<file path="src/rtl/token_channel_pkg.sv">
package token_channel_pkg;
  typedef enum logic [1:0] {
    RES_IDLE  = 2'd0,
    RES_TOKEN = 2'd1,
    RES_SKIP  = 2'd2
  } rd_result_e;
endpackage

</file>
<file path="src/rtl/tkc_slot_ring.sv">
module tkc_slot_ring #(
  parameter int DATA_W      = 16,
  parameter int DEPTH       = 4,
  parameter int PTR_W       = 2,
  parameter int INIT_TOKENS = 1,
  parameter logic [DATA_W-1:0] INIT_VALUE = '0
) (
  input  logic              clk,
  input  logic              rst,
  input  logic              wr_do,
  input  logic [PTR_W-1:0]  wr_ptr,
  input  logic [DATA_W-1:0] wr_data,
  input  logic [DEPTH-1:0]  exp_after,
  input  logic [PTR_W-1:0]  rd_ptr,
  output logic [DATA_W-1:0] rd_word,
  output logic [DEPTH-1:0]  tog_vec
);
  logic [DATA_W-1:0] data_q [DEPTH];
  logic [DEPTH-1:0]  tog_q;

  always_ff @(posedge clk) begin
    if (rst) begin
      for (int i = 0; i < DEPTH; i++) begin
        data_q[i] <= (i < INIT_TOKENS) ? INIT_VALUE : '0;
        tog_q[i]  <= (i < INIT_TOKENS);
      end
    end else if (wr_do) begin
      data_q[wr_ptr] <= wr_data;
      // mark unread relative to the reader's mark after this cycle
      tog_q[wr_ptr]  <= ~exp_after[wr_ptr];
    end
  end

  assign rd_word = data_q[rd_ptr];
  assign tog_vec = tog_q;
endmodule

</file>
<file path="src/rtl/tkc_writer.sv">
module tkc_writer #(
  parameter int DEPTH        = 4,
  parameter int PTR_W        = 2,
  parameter int INIT_TOKENS  = 1,
  parameter bit BACKPRESSURE = 1'b1
) (
  input  logic             clk,
  input  logic             rst,
  input  logic             wr_en,
  input  logic [DEPTH-1:0] tog_vec,
  input  logic [DEPTH-1:0] exp_vec,
  output logic [PTR_W-1:0] wr_ptr,
  output logic             wr_do,
  output logic             wr_full
);
  localparam int START = INIT_TOKENS % DEPTH;
  logic [PTR_W-1:0] ptr_q;
  logic             unread_here;

  assign unread_here = tog_vec[ptr_q] ^ exp_vec[ptr_q];

  generate
    if (BACKPRESSURE) begin : g_bp
      assign wr_full = unread_here;
    end else begin : g_nbp
      assign wr_full = 1'b0;
    end
  endgenerate

  assign wr_do = wr_en & ~wr_full;

  always_ff @(posedge clk) begin
    if (rst) begin
      ptr_q <= PTR_W'(START);
    end else if (wr_do) begin
      ptr_q <= (ptr_q == PTR_W'(DEPTH - 1)) ? '0 : ptr_q + 1'b1;
    end
  end

  assign wr_ptr = ptr_q;
endmodule

</file>
<file path="src/rtl/tkc_reader.sv">
module tkc_reader
  import token_channel_pkg::*;
#(
  parameter int DATA_W = 16,
  parameter int DEPTH  = 4,
  parameter int PTR_W  = 2
) (
  input  logic              clk,
  input  logic              rst,
  input  logic              rd_en,
  input  logic [DEPTH-1:0]  tog_vec,
  input  logic [DATA_W-1:0] rd_word,
  output logic [PTR_W-1:0]  rd_ptr,
  output logic [DEPTH-1:0]  exp_vec,
  output logic              take,
  output logic [DATA_W-1:0] rd_data,
  output logic              rd_valid,
  output logic              rd_skip
);
  logic [PTR_W-1:0]  ptr_q;
  logic [DEPTH-1:0]  exp_q;
  logic [DATA_W-1:0] data_q;
  rd_result_e        res_q;
  logic              fresh;

  assign fresh = tog_vec[ptr_q] ^ exp_q[ptr_q];
  assign take  = rd_en & fresh;

  always_ff @(posedge clk) begin
    if (rst) begin
      ptr_q  <= '0;
      exp_q  <= '0;
      data_q <= '0;
      res_q  <= RES_IDLE;
    end else begin
      if (take) begin
        exp_q[ptr_q] <= ~exp_q[ptr_q];
        ptr_q  <= (ptr_q == PTR_W'(DEPTH - 1)) ? '0 : ptr_q + 1'b1;
        data_q <= rd_word;
      end
      if (!rd_en)     res_q <= RES_IDLE;
      else if (fresh) res_q <= RES_TOKEN;
      else            res_q <= RES_SKIP;
    end
  end

  assign rd_ptr   = ptr_q;
  assign exp_vec  = exp_q;
  assign rd_data  = data_q;
  assign rd_valid = (res_q == RES_TOKEN);
  assign rd_skip  = (res_q == RES_SKIP);
endmodule

</file>
<file path="src/rtl/token_channel.sv">
module token_channel #(
  parameter int DATA_W       = 16,
  parameter int DEPTH        = 4,
  parameter int INIT_TOKENS  = 1,
  parameter logic [DATA_W-1:0] INIT_VALUE = 16'hA5A5,
  parameter bit BACKPRESSURE = 1'b1
) (
  input  logic              clk,
  input  logic              rst,
  input  logic              wr_en,
  input  logic [DATA_W-1:0] wr_data,
  output logic              wr_full,
  input  logic              rd_en,
  output logic [DATA_W-1:0] rd_data,
  output logic              rd_valid,
  output logic              rd_skip
);
  localparam int PTR_W = (DEPTH > 1) ? $clog2(DEPTH) : 1;

  logic [PTR_W-1:0]  wr_ptr, rd_ptr;
  logic [DEPTH-1:0]  tog_vec, exp_vec, exp_after;
  logic [DATA_W-1:0] rd_word;
  logic              wr_do, take;

  assign exp_after = exp_vec ^ (take ? (DEPTH'(1) << rd_ptr) : '0);

  tkc_slot_ring #(
    .DATA_W(DATA_W), .DEPTH(DEPTH), .PTR_W(PTR_W),
    .INIT_TOKENS(INIT_TOKENS), .INIT_VALUE(INIT_VALUE)
  ) u_ring (
    .clk(clk), .rst(rst), .wr_do(wr_do), .wr_ptr(wr_ptr),
    .wr_data(wr_data), .exp_after(exp_after), .rd_ptr(rd_ptr),
    .rd_word(rd_word), .tog_vec(tog_vec)
  );

  tkc_writer #(
    .DEPTH(DEPTH), .PTR_W(PTR_W), .INIT_TOKENS(INIT_TOKENS),
    .BACKPRESSURE(BACKPRESSURE)
  ) u_wr (
    .clk(clk), .rst(rst), .wr_en(wr_en), .tog_vec(tog_vec),
    .exp_vec(exp_vec), .wr_ptr(wr_ptr), .wr_do(wr_do), .wr_full(wr_full)
  );

  tkc_reader #(
    .DATA_W(DATA_W), .DEPTH(DEPTH), .PTR_W(PTR_W)
  ) u_rd (
    .clk(clk), .rst(rst), .rd_en(rd_en), .tog_vec(tog_vec),
    .rd_word(rd_word), .rd_ptr(rd_ptr), .exp_vec(exp_vec), .take(take),
    .rd_data(rd_data), .rd_valid(rd_valid), .rd_skip(rd_skip)
  );
endmodule

</file>
<file path="config.mk">
export PLATFORM = sky130hd
export DESIGN_NAME = token_channel
export DESIGN_NICKNAME = d
export VERILOG_FILES = /design/src/rtl/token_channel_pkg.sv /design/src/rtl/tkc_slot_ring.sv /design/src/rtl/tkc_writer.sv /design/src/rtl/tkc_reader.sv /design/src/rtl/token_channel.sv
export SDC_FILE = /design/constraint.sdc
export NUM_CORES = 1
export LEC_CHECK = 0
export ABC_AREA = 0
export BUFFER_PORTS_ARGS = -buffer_cell sky130_fd_sc_hd__clkbuf_2
export CORE_MARGIN = 10
export CORE_UTILIZATION = 59
export CTS_CLUSTER_SIZE = 40
export DETAILED_ROUTE_END_ITERATION = 12
export GPL_TIMING_DRIVEN = 0
export MAX_ROUTING_LAYER = met4
export PLACE_DENSITY = 0.77
export SLEW_MARGIN = 20
export SYNTH_ARGS = -nofsm -noshare
export SYNTH_HDL_FRONTEND = slang
export SYNTH_SLANG_ARGS = --single-unit
</file>
<file path="constraint.sdc">
create_clock -name clk -period 6.6 [get_ports clk]
set_input_delay 0.66 -clock clk [delete_from_list [all_inputs] [get_ports clk]]
set_output_delay 0.66 -clock clk [all_outputs]
set_load 0.03 [all_outputs]
</file>
# Word-level counts from Yosys, hierarchy flattened
# Memory sizes are Yosys's and may differ from the RTL's. A register that Yosys moved wholly into a read port is not among the register bits.
# Cells that the tools add are included.
totals:
  reg_bits: 14
  ramBits: 64
  inputBits: 20
  wordCells: 58
  mem_count: 1
op_classes:
  add_sub_neg: 2
  n_lt_le_gt_ge: 4
  eq_ne: 4
  shift: 1
  mux: 28
  bitwise: 9
  reduce_logical: 4
mem_list:
  columns: ["name", "words", "width", "rd", "rd_ports_with_merged_regs", "wr", "line", "source"]
  rows:
  - ["u_ring.data_q", 4, 16, 1, 1, 4, "tkc_slot_ring.sv:18", "logic [DATA_W-1:0] data_q [DEPTH];"]
op_table:
  columns: ["op", "count"]
  rows:
  - ["$mux W16", 1]
  - ["$reduce_or A16 Y1", 1]
  - ["$mux W1", 13]
  - ["$bmux W1 S2", 5]
  - ["$bwmux W4", 2]
  - ["$mux W2", 4]
  - ["$eq A2 B2 Y1 const B", 3]
  - ["$lt A2 B3 Y1 const B", 2]
  - ["$add A2 B1 Y2 const B", 2]
  - ["$demux W1 S2", 2]
  - ["$ge A2 B1 Y1 const B", 2]
  - ["$mux W4", 1]
  - ["$not A1 Y1", 4]
  - ["$shl A1 B2 Y4 const A", 1]
  - ["$xor A4 B4 Y4", 1]
  - ["$and A1 B1 Y1", 2]
  - ["$eq A2 B1 Y1 const B", 1]
  - ["$logic_and A1 B1 Y1", 2]
  - ["$reduce_or A2 Y1", 1]
  - ["$xor A1 B1 Y1", 2]

# Depth between registers and ports, before layout
depth:
  ltp_word: 10
  mapped_depth: 9
  depth_no_buf: 6

# Cells and area by module
# From an unflattened synthesis, not the netlist that was laid out.
unflattened:
  hier_cells: 339
  area_unflattened_um2: 4481.8
by_module_without_submodules:
  columns: ["mod", "instances", "cells_per_inst", "area_per_inst_um2", "seq_area_each_um2"]
  rows:
  - ["tkc_slot_ring", 1, 183, 3022.9, 2001.9]
  - ["tkc_reader", 1, 128, 1201.2, 480.5]
  - ["tkc_writer", 1, 20, 190.2, 40.0]
  - ["token_channel", 1, 8, 67.6, 0.0]

# Worst setup path after synthesis
# OpenSTA, ideal clock, no wires.
synth_path:
  kind: "register -> register"
  from: "reg u_wr.ptr_q[0], in the netlist u_wr.wr_ptr[0]"
  to: "mem u_ring.data_q[0][0], enable pin"
  setup_ns: 0.334
  arrival_ns: 2.254
  setup_slack_ns: 4.013
  stages_incl_launch_ff: 8
  path_cell_list: "dfxtp_1 > buf_2 > inv_1 > mux4_2 > nand2_1 > nor4_1 > clkbuf_1 > or2_2"
synth_lines:
  columns: ["item", "line", "source"]
  rows:
  - ["from (decl)", "tkc_writer.sv:17", "logic [PTR_W-1:0] ptr_q;"]
  - ["from (signal assigned)", "tkc_writer.sv:34", "ptr_q <= PTR_W'(START);"]
  - ["from (signal assigned)", "tkc_writer.sv:36", "ptr_q <= (ptr_q == PTR_W'(DEPTH - 1)) ? '0 : ptr_q + 1'b1;"]
  - ["to (decl)", "tkc_slot_ring.sv:18", null]

==> flow_summary.toml <==
[run_status]
outcome = "finished, final reports clean"

[clock_tree]
cts_htree_levels = 3
cts_tree = "yes"
holdBufCountCts = 0
ctsRootBufferMaster = "sky130_fd_sc_hd__clkbuf_8"
cts.sinks = 94
clock_tree.buffer_depth = 2
clkLatencyLatePin_ps = 350
post_cts_buffers = 0
cts_resized = 0
cts.reportedPaths.clkPinSlew_ps = 90
cts_buffers = 9

[setup_path]
timing.rr.start = "u_wr.wr_ptr[1]"
series_of_cell_instances_along_the_critical_path = "clkbuf_1, inv_1, mux4_2, nand2_1, nor4_2, clkbuf_1, or2_2"
timing.setup.critical_path_class = "flip-flop to flip-flop"
worst-r2r-cell-count = 7
timing.critical_path.slowest_cell_delay_ps = 510
timing.critical_path.required_ps = 6600
worst_r2r_endpoint = "u_ring.data_q[0][11]"
worstPathMaxFanout = 16
endpoint_class_of_the_critical_path = "flip-flop"
critical-path-slowest-cell = "sky130_fd_sc_hd__clkbuf_1"
timing.critical_path.mode_cell = "sky130_fd_sc_hd__clkbuf_1"
start_kind = "flip-flop"
regToRegSetupSlack_ps = 3440
critical_path_arrival_ps = 3160

[logic_synthesis]
synth_sequential_area_ratio = 0.594
synthCells = 344
yosys_warnings = 0
yosys.cell_types.count = 39
synth_area_um2 = 4240
synth_async_sr_flop_share = 0
top_reg_cell_synth = "sky130_fd_sc_hd__edfxtp_1"
synth_seq_cells = 94
number_of_enable_flip_flop_cells_after_synthesis = 64
synthesis.nets = 372
syn_avg_cell_area_um2 = 12.3

[power]
leakagePower_nw = 1.91
peakVddDrop_mv = 0.199
comb_power_share = 0.389
power_frac_seq = 0.406
post-layout-total-power_mw = 2.06
pwr_density_cell_nw_per_um2 = 432
power.switching_mw = 0.771
internal-power_mw = 1.29
switching_share = 0.374
clkPwrFrac = 0.205

[global_routing]
first_global_vias = 2892
global_route_wire_length_before_repair_um = 15300
grt_usage = 0.181
total_global_routing_overflow = 0
grt_max_degree = 17
antenna_found_initial = 0

[place]
gpl.final_weighted_congestion = 0.798
dp.cells = 478
placed_cell_area_um2 = 4560
detailedPlacementHpwl_um = 6190
buffer_ports.inserted = 37

[run]
drv.max_cap_violation_count = 0

[floorplanning]
die-width_um = 105
boundaryPins = 39
design.die.area_um2 = 11000
die_h_um = 105
initial_utilization = 0.614
fp-row-count = 30
coreArea_um2 = 6910

[timing]
achievable-frequency_mhz = 317
hold_viol_final = 0
slew_headroom = 0.339
finalCriticalPeriod_ps = 3160
rsz_0062_raised_after_global_routing = "no"
setup_viol = 0
tightest_slew_ps = 992
final.period_utilization = 0.479
final_max_slew_viol_count = 0
finalHoldWorstSlack_ps = 457
finalClockSkew_ps = 7.91
totalNegativeSetupSlack_ps = 0

[routing]
remaining_design_rule_violation_count = 0
routedWlPerCell_um = 18.8
vias = 2796
detail_route.vias_per_cell = 5.66
totalWireLength_um = 9270
initialDrtViolationCount = 182
route.antenna.remaining_nets = 0
firstDrtPassIters = 4

[worst_hold_path]
timing.hold.worst_endpoint = "u_rd.rd_data[1]"
worstHoldPathType = "flip-flop to flip-flop"
holdCritStartpoint = "u_rd.rd_data[1]"
hold_depth = 2

[layout]
post_route_cell_area_um2 = 4780
fin_nets = 421
n_antenna_cell = 0
syn2layout_area_growth_pct = 12.7
non_filler_instance_count_after_layout = 494
final_layout_size_suffix_gt1_frac = 0.204
[layout make-up]
class	instances	area [um2]
Tap cell	96	120
Multi-Input combinational cell	219	1590
Fill cell	523	2120
Clock buffer	11	141
Buffer	25	111
Clock inverter	5	82.6
Timing Repair Buffer	38	190
Sequential cell	94	2520
Inverter	6	22.5
[placed cells by master (no fill, tap or decap), drive strengths merged, types with 2 or more instances in the layout]
cell / n
nand3: 2
a31o: 3
a31oi: 4
mux4: 18
xor2: 4
dfxtp: 30
a21o: 2
clkinv: 2
a21oi: 22
mux2i: 2
and2: 26
nand3b: 3
bufinv: 2
ha: 8
buf: 7
nor2: 9
nor3: 5
nand2: 50
and3: 32
clkbuf: 67
o21ai: 5
inv: 7
edfxtp: 64
nand2b: 7
xnor2: 5
nor2b: 2
[kinds of logic after synthesis]
| kind of cell | after synthesis | share of synthesized area |
|---|---|---|
| XOR/XNOR | 9 | 0.0186 |
| AO/OA/AOI/OAI | 39 | 0.0540 |
| AND/OR/NAND/NOR | 142 | 0.175 |
| adder cells (fa/ha/maj) | 8 | 0.0236 |
| multiplexers | 21 | 0.103 |
| buffers and inverters | 31 | 0.0315 |
| flip-flops | 94 | 0.594 |
[critical path: cells and delay by family (launching register included)]
family,cells,cell delay (ps)
buffers and inverters,3,1020
flip-flops,1,370
multiplexers,1,290
AND/OR/NAND/NOR,3,1120
[sequential cells by signal, summed over array words and instances (netlist names)]
name            count
u_ring.tog_vec      4
u_rd.rd_ptr         2
u_rd.res_q          2
u_rd.rd_data       16
u_ring.data_q      64
u_rd.exp_vec        4
u_wr.wr_ptr         2
[Yosys cell counts (2+ instances only)]
cell type / count / share of area
sky130_fd_sc_hd__edfxtp_1: 64 / 0.45
sky130_fd_sc_hd__nand2_1: 50 / 0.044
sky130_fd_sc_hd__and3_1: 32 / 0.047
sky130_fd_sc_hd__dfxtp_1: 30 / 0.14
sky130_fd_sc_hd__and2_1: 25 / 0.037
sky130_fd_sc_hd__a21oi_1: 22 / 0.026
sky130_fd_sc_hd__clkbuf_1: 19 / 0.017
sky130_fd_sc_hd__mux4_2: 18 / 0.096
sky130_fd_sc_hd__nor2_1: 9 / 0.0080
sky130_fd_sc_hd__ha_1: 8 / 0.024
sky130_fd_sc_hd__nand2b_1: 7 / 0.010
sky130_fd_sc_hd__inv_1: 6 / 0.0053
sky130_fd_sc_hd__nor3_1: 5 / 0.0059
sky130_fd_sc_hd__xnor2_1: 5 / 0.010
sky130_fd_sc_hd__a31oi_1: 4 / 0.0059
sky130_fd_sc_hd__o21ai_1: 4 / 0.0047
sky130_fd_sc_hd__xor2_1: 4 / 0.0083
sky130_fd_sc_hd__nand3b_1: 3 / 0.0053
sky130_fd_sc_hd__a21o_1: 2 / 0.0035
sky130_fd_sc_hd__a31o_2: 2 / 0.0041
sky130_fd_sc_hd__buf_1: 2 / 0.0018
sky130_fd_sc_hd__buf_2: 2 / 0.0024
sky130_fd_sc_hd__buf_6: 2 / 0.0053
sky130_fd_sc_hd__mux2i_1: 2 / 0.0047
sky130_fd_sc_hd__nand3_1: 2 / 0.0024
sky130_fd_sc_hd__nor2b_1: 2 / 0.0029
[layer usage]
layer	global-route usage	vias to the layer above	wire (um)
li1	-	1330	-
met1	0.222	1337	3780
met2	0.293	117	4720
met3	0.0319	12	638
met4	0.0686	0	137
met5	-	-	0
[power groups by stage]
stage	logic [mW]	registers, mW	clock network (mW)
2_1_floorplan	0.508	0.909	0
3_5_place_dp	0.799	0.851	0
5_1_grt	0.885	0.853	0.449
4_1_cts	0.807	0.839	0.424
3_3_place_gp	0.785	0.843	0
6_report	0.803	0.838	0.423
[worst max-delay path by stage]
stage                    from                    to  slack (ps)
6_report       u_wr.wr_ptr[1]  u_ring.data_q[0][11]        3440
2_1_floorplan  u_wr.wr_ptr[0]   u_ring.data_q[0][0]        4010
3_3_place_gp   u_wr.wr_ptr[1]  u_ring.data_q[0][11]        2770
5_1_grt        u_wr.wr_ptr[1]  u_ring.data_q[0][11]        3200
4_1_cts        u_wr.wr_ptr[1]   u_ring.data_q[0][7]        3430
3_5_place_dp   u_wr.wr_ptr[1]   u_ring.data_q[0][9]        3460
[stage by stage]
stage | utilization | setup WS, ps
after global placement | 0.659 | 2770
after global routing | 0.693 | 3200
after floorplan | - | 4010
after detailed placement | 0.660 | 3460
final | 0.693 | 3440
after CTS | 0.693 | 3430
Note: power is estimated with default switching activity, not from simulation.
